$ cat config.mk
export PLATFORM = sky130hd
export DESIGN_NAME = rowbuf_fill_ctrl
export DESIGN_NICKNAME = d
export VERILOG_FILES = /design/src/rtl/rowbuf_pkg.sv /design/src/rtl/rowbuf_tracker.sv /design/src/rtl/rowbuf_seq.sv /design/src/rtl/rowbuf_array.sv /design/src/rtl/rowbuf_fill_ctrl.sv
export SDC_FILE = /design/constraint.sdc
export NUM_CORES = 1
export LEC_CHECK = 0
export CORE_ASPECT_RATIO = 1.4
export CORE_MARGIN = 2
export CORE_UTILIZATION = 42
export CTS_CLUSTER_DIAMETER = 50
export CTS_CLUSTER_SIZE = 16
export DETAILED_ROUTE_END_ITERATION = 6
export GPL_ROUTABILITY_DRIVEN = 0
export PLACE_DENSITY_LB_ADDON = 0.2
export SLEW_MARGIN = 20
export SYNTH_ARGS = -nofsm -noshare
export SYNTH_HDL_FRONTEND = slang
export SYNTH_SLANG_ARGS = --single-unit
$ cat constraint.sdc
create_clock -name clk -period 4.1 [get_ports clk]
set_clock_uncertainty 0.1 [all_clocks]
set_input_delay 0.41 -clock clk [delete_from_list [all_inputs] [get_ports clk]]
set_output_delay 0.41 -clock clk [all_outputs]
set_load 0.01 [all_outputs]
$ cat src/rtl/rowbuf_pkg.sv
`timescale 1ns/1ps
package rowbuf_pkg;

   typedef enum logic [2:0] {
      PH_IDLE,
      PH_PRE,
      PH_ACT,
      PH_CAS,
      PH_XFER
   } phase_t;

   function automatic int max_of4(input int a, input int b, input int c, input int d);
      int m;
      m = a;
      if (b > m) m = b;
      if (c > m) m = c;
      if (d > m) m = d;
      return m;
   endfunction

endpackage

$ cat src/rtl/rowbuf_tracker.sv
`timescale 1ns/1ps
module rowbuf_tracker #(
   parameter int ROW_W = 4
) (
   input  logic             clk,
   input  logic             rst_n,
   input  logic [ROW_W-1:0] lookup_row,
   input  logic             capture,
   input  logic [ROW_W-1:0] capture_row,
   output logic             lookup_hit,
   output logic             row_open
);

   logic             open_q;
   logic [ROW_W-1:0] open_row_q;

   always_ff @(posedge clk) begin
      if (!rst_n) begin
         open_q     <= 1'b0;
         open_row_q <= '0;
      end else if (capture) begin
         open_q     <= 1'b1;
         open_row_q <= capture_row;
      end
   end

   assign lookup_hit = open_q && (open_row_q == lookup_row);
   assign row_open   = open_q;

endmodule

$ cat src/rtl/rowbuf_seq.sv
`timescale 1ns/1ps
module rowbuf_seq
   import rowbuf_pkg::*;
#(
   parameter int T_CAS           = 2,
   parameter int T_RCD           = 3,
   parameter int T_RP            = 2,
   parameter int BEAT_MCLK       = 2,
   parameter int CLK_RATIO       = 4,
   parameter int BEATS           = 4,
   parameter bit RESET_PRECHARGE = 1'b0,
   localparam int BEAT_W         = (BEATS > 1) ? $clog2(BEATS) : 1
) (
   input  logic              clk,
   input  logic              rst_n,
   input  logic              start,
   input  logic              hit_in,
   input  logic              row_open,
   output logic              busy,
   output logic              act_enter,
   output logic              strobe,
   output logic              strobe_last,
   output logic [BEAT_W-1:0] beat_idx
);

   localparam int MAX_MCLK = max_of4(T_CAS, T_RCD, T_RP, BEAT_MCLK);
   localparam int CNT_W    = $clog2(MAX_MCLK * CLK_RATIO + 1);
   localparam logic [CNT_W-1:0] RP_LOAD   = CNT_W'(T_RP * CLK_RATIO - 1);
   localparam logic [CNT_W-1:0] ACT_LOAD  = CNT_W'(T_RCD * CLK_RATIO - 1);
   localparam logic [CNT_W-1:0] CAS_LOAD  = CNT_W'(T_CAS * CLK_RATIO - 1);
   localparam logic [CNT_W-1:0] XFER_LOAD = CNT_W'(BEAT_MCLK * CLK_RATIO - 1);
   localparam logic [BEAT_W-1:0] LAST_BEAT = BEAT_W'(BEATS - 1);

   phase_t            ph_q;
   phase_t            cold_ph;
   phase_t            entry_ph;
   logic [CNT_W-1:0]  cnt_q;
   logic [CNT_W-1:0]  entry_load;
   logic [BEAT_W-1:0] beat_q;
   logic              cnt_zero;

   if (RESET_PRECHARGE) begin : g_cold_precharge
      assign cold_ph = PH_PRE;
   end else begin : g_cold_activate
      assign cold_ph = PH_ACT;
   end

   always_comb begin
      if (hit_in)         entry_ph = PH_CAS;
      else if (!row_open) entry_ph = cold_ph;
      else                entry_ph = PH_PRE;
   end

   always_comb begin
      case (entry_ph)
         PH_PRE:  entry_load = RP_LOAD;
         PH_ACT:  entry_load = ACT_LOAD;
         default: entry_load = CAS_LOAD;
      endcase
   end

   assign cnt_zero = (cnt_q == '0);

   always_ff @(posedge clk) begin
      if (!rst_n) begin
         ph_q   <= PH_IDLE;
         cnt_q  <= '0;
         beat_q <= '0;
      end else begin
         case (ph_q)
            PH_IDLE: begin
               if (start) begin
                  ph_q   <= entry_ph;
                  cnt_q  <= entry_load;
                  beat_q <= '0;
               end
            end
            PH_PRE: begin
               if (cnt_zero) begin
                  ph_q  <= PH_ACT;
                  cnt_q <= ACT_LOAD;
               end else begin
                  cnt_q <= cnt_q - 1'b1;
               end
            end
            PH_ACT: begin
               if (cnt_zero) begin
                  ph_q  <= PH_CAS;
                  cnt_q <= CAS_LOAD;
               end else begin
                  cnt_q <= cnt_q - 1'b1;
               end
            end
            PH_CAS: begin
               if (cnt_zero) begin
                  ph_q  <= PH_XFER;
                  cnt_q <= XFER_LOAD;
               end else begin
                  cnt_q <= cnt_q - 1'b1;
               end
            end
            PH_XFER: begin
               if (cnt_zero) begin
                  if (beat_q == LAST_BEAT) begin
                     ph_q <= PH_IDLE;
                  end else begin
                     beat_q <= beat_q + 1'b1;
                     cnt_q  <= XFER_LOAD;
                  end
               end else begin
                  cnt_q <= cnt_q - 1'b1;
               end
            end
            default: ph_q <= PH_IDLE;
         endcase
      end
   end

   assign busy        = (ph_q != PH_IDLE);
   assign act_enter   = ((ph_q == PH_PRE) && cnt_zero) ||
                        ((ph_q == PH_IDLE) && start && (entry_ph == PH_ACT));
   assign strobe      = (ph_q == PH_XFER) && cnt_zero;
   assign strobe_last = strobe && (beat_q == LAST_BEAT);
   assign beat_idx    = beat_q;

endmodule

$ cat src/rtl/rowbuf_array.sv
`timescale 1ns/1ps
module rowbuf_array #(
   parameter int WORD_W = 10,
   parameter int BUS_W  = 32
) (
   input  logic              clk,
   input  logic              rst_n,
   input  logic [WORD_W-1:0] rd_word,
   output logic [BUS_W-1:0]  rd_data
);

   localparam int LANES = BUS_W / 16;

   logic [BUS_W-1:0] pattern;
   logic [15:0]      base;

   assign base = 16'(rd_word);

   for (genvar l = 0; l < LANES; l++) begin : g_lane
      if ((l % 2) == 0) begin : g_even
         assign pattern[l*16 +: 16] = base;
      end else begin : g_odd
         assign pattern[l*16 +: 16] = ~base;
      end
   end

   always_ff @(posedge clk) begin
      if (!rst_n) rd_data <= '0;
      else        rd_data <= pattern;
   end

endmodule

$ cat src/rtl/rowbuf_fill_ctrl.sv
`timescale 1ns/1ps
module rowbuf_fill_ctrl #(
   parameter int ADDR_W          = 12,
   parameter int BUS_W           = 32,
   parameter int LINE_BYTES      = 16,
   parameter int ROW_BYTES       = 256,
   parameter int T_CAS           = 2,
   parameter int T_RCD           = 3,
   parameter int T_RP            = 2,
   parameter int BEAT_MCLK       = 2,
   parameter int CLK_RATIO       = 4,
   parameter int LAT_W           = 16,
   parameter bit RESET_PRECHARGE = 1'b0
) (
   input  logic              clk,
   input  logic              rst_n,
   input  logic              req_valid,
   output logic              req_ready,
   input  logic [ADDR_W-1:0] req_addr,
   output logic              beat_valid,
   output logic [BUS_W-1:0]  beat_data,
   output logic              beat_first,
   output logic              beat_last,
   output logic              row_hit,
   output logic [LAT_W-1:0]  last_fill_cycles
);

   localparam int BUS_BYTES  = BUS_W / 8;
   localparam int BEATS      = LINE_BYTES / BUS_BYTES;
   localparam int LINE_OFS_W = $clog2(LINE_BYTES);
   localparam int WORD_SH    = $clog2(BUS_BYTES);
   localparam int BEAT_W     = LINE_OFS_W - WORD_SH;
   localparam int COL_W      = $clog2(ROW_BYTES);
   localparam int ROW_W      = ADDR_W - COL_W;
   localparam int LINE_W     = ADDR_W - LINE_OFS_W;
   localparam int WORD_W     = ADDR_W - WORD_SH;

   if ((BUS_W % 16) != 0 || BUS_W < 16) begin : g_bad_bus
      $error("BUS_W must be a positive multiple of 16");
   end
   if ((1 << LINE_OFS_W) != LINE_BYTES || BEATS < 2) begin : g_bad_line
      $error("LINE_BYTES must be a power of two holding at least two beats");
   end
   if ((1 << COL_W) != ROW_BYTES || ROW_BYTES < LINE_BYTES || COL_W >= ADDR_W) begin : g_bad_row
      $error("ROW_BYTES must be a power of two between the line size and the address space");
   end
   if (T_CAS < 1 || T_RCD < 1 || T_RP < 1 || BEAT_MCLK < 1 || CLK_RATIO < 1 ||
       BEAT_MCLK * CLK_RATIO < 2) begin : g_bad_timing
      $error("timing parameters must be positive and a beat must span two cycles");
   end
   if (LAT_W < $clog2(CLK_RATIO * (T_RP + T_RCD + T_CAS + BEATS * BEAT_MCLK) + 1)) begin : g_bad_lat
      $error("LAT_W too narrow for the miss latency");
   end

   logic              busy;
   logic              accept;
   logic              act_enter;
   logic              strobe;
   logic              strobe_last;
   logic [BEAT_W-1:0] beat_idx;
   logic              lookup_hit;
   logic              row_open;
   logic [ROW_W-1:0]  req_row;
   logic [ROW_W-1:0]  row_q;
   logic [ROW_W-1:0]  cap_row;
   logic [LINE_W-1:0] line_q;
   logic              hit_q;
   logic [LAT_W-1:0]  elapsed_q;
   logic [LAT_W-1:0]  lat_q;
   logic [WORD_W-1:0] rd_word;
   logic [BUS_W-1:0]  rd_data;
   logic              unused_line_ofs;

   assign unused_line_ofs = ^req_addr[LINE_OFS_W-1:0];

   assign req_ready = !busy;
   assign accept    = req_valid && req_ready;
   assign req_row   = req_addr[ADDR_W-1:COL_W];
   assign cap_row   = busy ? row_q : req_row;

   rowbuf_tracker #(.ROW_W(ROW_W)) u_tracker (
      .clk        (clk),
      .rst_n      (rst_n),
      .lookup_row (req_row),
      .capture    (act_enter),
      .capture_row(cap_row),
      .lookup_hit (lookup_hit),
      .row_open   (row_open)
   );

   rowbuf_seq #(
      .T_CAS          (T_CAS),
      .T_RCD          (T_RCD),
      .T_RP           (T_RP),
      .BEAT_MCLK      (BEAT_MCLK),
      .CLK_RATIO      (CLK_RATIO),
      .BEATS          (BEATS),
      .RESET_PRECHARGE(RESET_PRECHARGE)
   ) u_seq (
      .clk        (clk),
      .rst_n      (rst_n),
      .start      (accept),
      .hit_in     (lookup_hit),
      .row_open   (row_open),
      .busy       (busy),
      .act_enter  (act_enter),
      .strobe     (strobe),
      .strobe_last(strobe_last),
      .beat_idx   (beat_idx)
   );

   always_ff @(posedge clk) begin
      if (!rst_n) begin
         row_q  <= '0;
         line_q <= '0;
         hit_q  <= 1'b0;
      end else if (accept) begin
         row_q  <= req_row;
         line_q <= req_addr[ADDR_W-1:LINE_OFS_W];
         hit_q  <= lookup_hit;
      end
   end

   always_ff @(posedge clk) begin
      if (!rst_n) begin
         elapsed_q <= '0;
         lat_q     <= '0;
      end else begin
         if (accept)    elapsed_q <= '0;
         else if (busy) elapsed_q <= elapsed_q + 1'b1;
         if (strobe_last) lat_q <= elapsed_q + 1'b1;
      end
   end

   assign rd_word = {line_q, beat_idx};

   rowbuf_array #(.WORD_W(WORD_W), .BUS_W(BUS_W)) u_array (
      .clk    (clk),
      .rst_n  (rst_n),
      .rd_word(rd_word),
      .rd_data(rd_data)
   );

   assign beat_valid       = strobe;
   assign beat_data        = strobe ? rd_data : '0;
   assign beat_first       = strobe && (beat_idx == '0);
   assign beat_last        = strobe_last;
   assign row_hit          = beat_first && hit_q;
   assign last_fill_cycles = lat_q;

endmodule

==> out/metrics.yaml, run 1 <==
synthToLayoutAreaGrowth_pct: 24.5
power.switching_mw: 0.584
wl_um: 7270
grt_antenna_before_repair: 0
drtPass1Iterations: 4
ys_ff_latch: 76
worst_ir_drop_vdd_mv: 0.260
synth_cells: 404
whs_ns: 0.338
ctsHoldBuffers: 0
grt_pass1_vias: 2691
clockBufferDepth: 2
antenna_left: 0
power.internal_mw: 1.35
drc: 0
cp.required_ns: 3.59
power.total_mw: 1.94
row_count: 39
post_cts_resized: 0
clock-sinks: 76
final-hold-violation-count: 0
core-area_um2: 8050
arrival_ns: 2.71
end_kind: "output pin"
worst-r2r-setup-slack_ns: 1.49
switching_share_pct: 30.1
relSlewSlack_pct: 39.6
worstPathMaxFanout: 24
die_x_um: 80.5
setup_violations: 0
crit_type: "reg2out"
synth_area_per_cell_um2: 8.51
grt_use_total_pct: 17.3
dp_slack_ns: 1.24
fmax_ghz: 0.311
numCtsBuffers: 9
yosysSeqAreaShare_pct: 44.3
p_clk_share_pct: 39.7
synthesis.area_um2: 3440
p_leak_nw: 1.51
power.density_nw_per_um2: 453
ys.flop_type: "dfxtp_1"
multi_input_area_um2: 1710
fillers: 752
root_buffer: "clkbuf_16"
start_util_pct: 42.7
synth-async-reset-ratio_pct: 0
drive_gt1_share_pct: 7.35
fin_crit_sh_pct: 78.5
hpwl_um: 5030
sequential_cell_area_um2: 1520
maxCapViolations: 0
instances_no_fill: 551
diodes: 0
worst_setup_path_start_kind: "flip-flop"
worst_hold_path_type: "reg2reg"
seqPwrFrac_pct: 44.1
cts_setup_buffers: 0
r2r_start: "u_seq.ph_q[2]"
dp.cells: 535
port-buffer-count: 57
synth_warnings: 0
startpoint: "u_seq.cnt_q[0]"
num_vias: 2861
status: "complete, no violations"
reg2reg_depth: 5
fin_ws_ns: 0.882
htree_levels: 3
dieArea_um2: 8940
boundaryPins: 68
wl_per_cell_um: 13.2
finalCriticalPeriod_ns: 3.22
routed_via_density: 5.19
nets: 464
endpoint: "beat_data[28]"
synthDistinctLibCells: 54
r2r_end: "elapsed_q[13]"
cts_tree: "yes"
worstHoldStart: "line_q[3]"
grt_pass1_wl_um: 12200
combPwrFrac_pct: 16.2
insertion_delay_ns: 0.34
overflow: 0
die_h_um: 111
synth-edff-count: 0
rsz0062_at_grt: "no"
tns_ns: 0
slew_viol_final: 0
clkTransAtPathRegs_ns: 0.07
grt_max_degree: 32
drt-initial-drc-count: 184
max_slew.worst_pin.slew_ns: 0.905
==> worst min-delay path by stage <==
stage / cells past startpoint / end / slack, ns
after floorplan: 1 / u_array.rd_data[18] / 0.31
after global placement: 1 / u_array.rd_data[21] / 0.32
after detailed placement: 1 / u_array.rd_data[21] / 0.33
after CTS: 1 / u_array.rd_data[21] / 0.34
after global routing: 1 / u_array.rd_data[21] / 0.36
final: 1 / u_array.rd_data[21] / 0.34
==> registers in the layout, summed over array words and instances, names as in the netlist, 2 cells and up <==
signal,count
last_fill_cycles,16
u_tracker.open_row_q,4
row_q,4
u_array.rd_data,21
u_seq.cnt_q,4
elapsed_q,16
u_seq.ph_q,3
u_seq.beat_idx,2
line_q,4
==> cells by family after synthesis <==
kind of cell    synth area share (%)
compound gates                  12.8
xor+xnor                        6.62
fa+ha+maj                       1.82
buf+inv                         6.62
flops                           44.3
mux                            0.619
other cells                    0.109
simple gates                    27.1
==> worst max-delay path, stage by stage (launching register included) <==
cell and delay, ns:
dfxtp_1 0.34, inv_1 0.09, ha_1 0.25, or3b_2 0.54
nor2_1 0.13, buf_4 0.21, and2_1 0.24, clkdlybuf4s50_1 0.57
==> routing by layer <==
metal,global-route usage [%],routed length [um]
met5,0,0
met4,7.46,153
met3,4.07,300
met2,29.9,3680
met1,19.9,3140
==> cells in the mapped netlist, drive strengths merged, types with 5 or more instances <==
cell type / n / area [um2]
a21oi: 27 / 139
a311oi: 7 / 61.3
and2: 30 / 188
buf: 23 / 140
clkbuf: 14 / 53.8
dfxtp: 76 / 1520
ha: 5 / 62.6
inv: 9 / 33.8
nand2: 41 / 154
nand3: 9 / 45.0
nand4: 7 / 58.8
nor2: 45 / 171
nor3: 10 / 50.1
o21ai: 19 / 95.1
o31ai: 5 / 42.5
or3: 9 / 61.3
xnor2: 21 / 184
xor2: 5 / 43.8
==> metrics by stage <==
stage	area (um2)	utilization, %
floorplan	3460	-
global placement	3990	49.6
detailed placement	3990	49.6
CTS	4280	53.2
global route	4280	53.2
finish	4280	53.2
==> cells in the final DEF (no fill, tap or decap), types with 5 or more instances in the layout <==
cell,Yosys,layout
and2_1,30,30
inv_1,9,9
dfxtp_1,76,76
or3_1,8,8
nor3_1,10,10
xor2_1,5,5
conb_1,1,6
nor2_1,44,44
a311oi_1,7,7
clkbuf_16,0,9
nand3_1,9,9
a21oi_1,26,26
clkdlybuf4s50_1,0,57
nand2_1,41,41
ha_1,5,5
o21ai_0,19,19
xnor2_1,21,21
nand4_1,6,6
==> layout make-up <==
| class | count | share of cell area [%] |
|---|---|---|
| Clock buffer | 9 | 5.26 |
| Clock inverter | 7 | 1.52 |
| Inverter | 9 | 0.789 |
| Multi-Input combinational cell | 287 | 39.9 |
| Sequential cell | 76 | 35.5 |
| Tap cell | 102 | 2.98 |
| Timing Repair Buffer | 61 | 14.0 |
==> power by group through the flow <==
stage,Clock (mW),Combinational (mW),Sequential (mW)
detailed placement,0,0.316,0.870
CTS,0.783,0.317,0.854
floorplan,0,0.265,0.847
global route,0.813,0.356,0.865
global placement,0,0.310,0.869
finish,0.769,0.313,0.855
No activity file was read; power rests on OpenSTA's default activity.
==> run 2, diff against run 1 <==
==> constraint.sdc (replaced) <==
create_clock -name clk -period 3 [get_ports clk]
set_clock_uncertainty 0.1 [all_clocks]
set_input_delay 0.3 -clock clk [delete_from_list [all_inputs] [get_ports clk]]
set_output_delay 0.3 -clock clk [all_outputs]
set_load 0.01 [all_outputs]
==> run 2 against run 1 <==
Net effect:
- sequential power is 37% higher
- critical path type unchanged
- global-route usage is 0.26 points lower
- total power is 49% higher
- sequential cell count stayed put
- sequential share of layout area is 0.94 points lower
- non-clock buffer count is 6 higher
- final area is 2.7% higher
- combinational power is 48% higher
- die area stayed put
==> out/metrics.yaml, run 2 (synthesis results as in run 1) <==
relSlewSlack_pct: 65.9  # +26 points
wl_um: 7170  # -1.3%
power.density_nw_per_um2: 655  # +45%
min_to: "u_array.rd_data[18]"
port-buffer-count: 57  # unchanged
largest_register_ffs: 21  # unchanged
drtPass1Iterations: 6  # +2
p_leak_nw: 1.57  # +4.0%
grt_pass1_wl_um: 12000  # -2.0%
placed_area_um2: 4040  # +1.1%
maxCapViolations: 0  # unchanged
synthToLayoutAreaGrowth_pct: 27.9
dp_slack_ns: 0.282  # -0.956 ns
regMostFlops: "u_array.rd_data"
worst_hold_path_type: "reg2reg"
cts_tree: "yes"
core-area_um2: 8050  # unchanged
drive_gt1_share_pct: 8.79  # +1.4 points
cts_setup_buffers: 0  # unchanged
crit_type: "reg2out"
root_buffer: "clkbuf_16"
worstHoldStart: "line_q[0]"
power.switching_mw: 0.746  # +28%
final-hold-violation-count: 0  # unchanged
mostFrequentLayoutCells: "76 x dfxtp_1, 57 x clkdlybuf4s50_1, 43 x nor2_1"
worst_ir_drop_vdd_mv: 0.361  # +39%
grt_pass1_vias: 2640  # -1.9%
tns_ns: 0  # unchanged
power.total_mw: 2.88  # +49%
final_util_pct: 54.6  # +1.4 points
final_area_um2: 4400  # +2.7%
wl_per_cell_um: 12.9  # -2.4%
nets: 470  # +1.3%
end_kind: "output pin"
worstHoldPathCells: 1  # unchanged
fin_ws_ns: 0.157  # -0.726 ns
routed-wl-met2_um: 3630  # -1.4%
drc: 0  # unchanged
insertion_delay_ns: 0.33  # about the same
slew_viol_final: 0  # unchanged
r2r_end: "elapsed_q[15]"
worst-r2r-setup-slack_ns: 0.95  # -0.54 ns
dieArea_um2: 8940  # unchanged
seqPwrFrac_pct: 40.7  # -3.4 points
path_cells: "inv_1 > ha_2 > or3b_4 > nor2_2 > buf_6 > and2_1 > clkdlybuf4s50_1"
instances_no_fill: 557  # +1.1%
whs_ns: 0.331  # -0.00718 ns
dp.cells: 541  # +1.1%
antenna_left: 0  # unchanged
finalCriticalPeriod_ns: 2.84
cp.required_ns: 2.60  # -0.99 ns
die_h_um: 111  # unchanged
worstPathMaxFanout: 17  # -29%
grt_max_degree: 31  # -3.1%
switching_share_pct: 25.9  # -4.2 points
clkTransAtPathRegs_ns: 0.06  # about the same
drt-initial-drc-count: 174  # -5.4%
met1Wirelength_um: 3070  # -2.3%
num_vias: 2843  # -0.63%
final_common_cell: "dfxtp_1"
p_clk_share_pct: 43.2  # +3.5 points
htree_levels: 3  # unchanged
setup_violations: 0  # unchanged
slowest_stage: "clkdlybuf4s50_1"
diodes: 0  # unchanged
hpwl_um: 5050  # +0.27%
worst_setup_path_start_kind: "flip-flop"
routed_via_density: 5.10  # -1.7%
rsz0062_at_grt: "no"
status: "complete, no violations"
start_util_pct: 42.7  # unchanged
grt_use_total_pct: 17.0  # -0.26 points
boundaryPins: 68  # unchanged
power.internal_mw: 2.13  # +58%
fin_crit_sh_pct: 94.8
met3WireLength_um: 278  # -7.3%
arrival_ns: 2.44  # -0.27 ns
die_x_um: 80.5  # unchanged
ctsHoldBuffers: 0  # unchanged
numCtsBuffers: 9  # unchanged
fmax_ghz: 0.352
reg2reg_depth: 4  # -1
cpPeakStageDelay_ns: 0.54  # -0.03 ns
overflow: 0  # unchanged
r2r_start: "elapsed_q[2]"
row_count: 39  # unchanged
grt_antenna_before_repair: 0  # unchanged
clockBufferDepth: 2  # unchanged
max_slew.worst_pin.slew_ns: 0.510  # -0.395 ns
clock-sinks: 76  # unchanged
top_layer: "met4"
combPwrFrac_pct: 16.1  # about the same
==> run 2: cell types whose count changed in the layout (fill, tap and decap cells not counted), sizes merged <==
| cell | delta |
|---|---|
| buf | +6 |
| inv | -4 |
| bufinv | +3 |
| clkbuf | +2 |
| clkinvlp | -1 |
==> run 2: worst max path at each step <==
| stage | startpoint | end | slack [ns] |
|---|---|---|---|
| 2_1_floorplan | u_seq.cnt_q[0] | beat_data[27] | 0.57 |
| 3_3_place_gp | u_seq.cnt_q[0] | beat_data[6] | 0.31 |
| 3_5_place_dp | u_seq.cnt_q[0] | beat_data[23] | 0.28 |
| 4_1_cts | u_seq.cnt_q[0] | beat_data[23] | 0.08 |
| 5_1_grt | u_seq.cnt_q[0] | beat_data[23] | 0.02 |
| 6_report | u_seq.cnt_q[0] | beat_data[23] | 0.16 |
==> run 2: per-layer routing <==
layer	up-vias	GRT usage [%]
met4	0	8.25
met5	-	0
met3	13	4.07
met2	65	28.7
li1	1457	-
met1	1308	19.9
==> run 2: final cells by class <==
type	instances	area, um2
fillers	742	3650
multi-input cells	287	1720
flip-flops and latches	76	1520
repair buffers	67	649
clock buffers	11	243
well taps	102	128
clock inverters	5	108
inverters	9	33.8
==> run 2: critical path, delay by kind of cell (launching register included) <==
kind | cells | cell delay [ns]
buf+inv | 3 | 0.79
simple gates | 3 | 0.77
flops | 1 | 0.33
fa+ha+maj | 1 | 0.22
==> run 2: power by group through the flow <==
stage | sequential (mW) | clock (mW) | combinational (mW)
finish | 1.17 | 1.24 | 0.464
global placement | 1.19 | 0 | 0.450
global route | 1.19 | 1.32 | 0.522
CTS | 1.17 | 1.27 | 0.466
detailed placement | 1.19 | 0 | 0.459
floorplan | 1.16 | 0 | 0.362
==> run 2: repair_timing <==
item,in CTS,in global routing
setup endpoints to repair,28,16
pin swaps,0,0
resized for setup,2,2
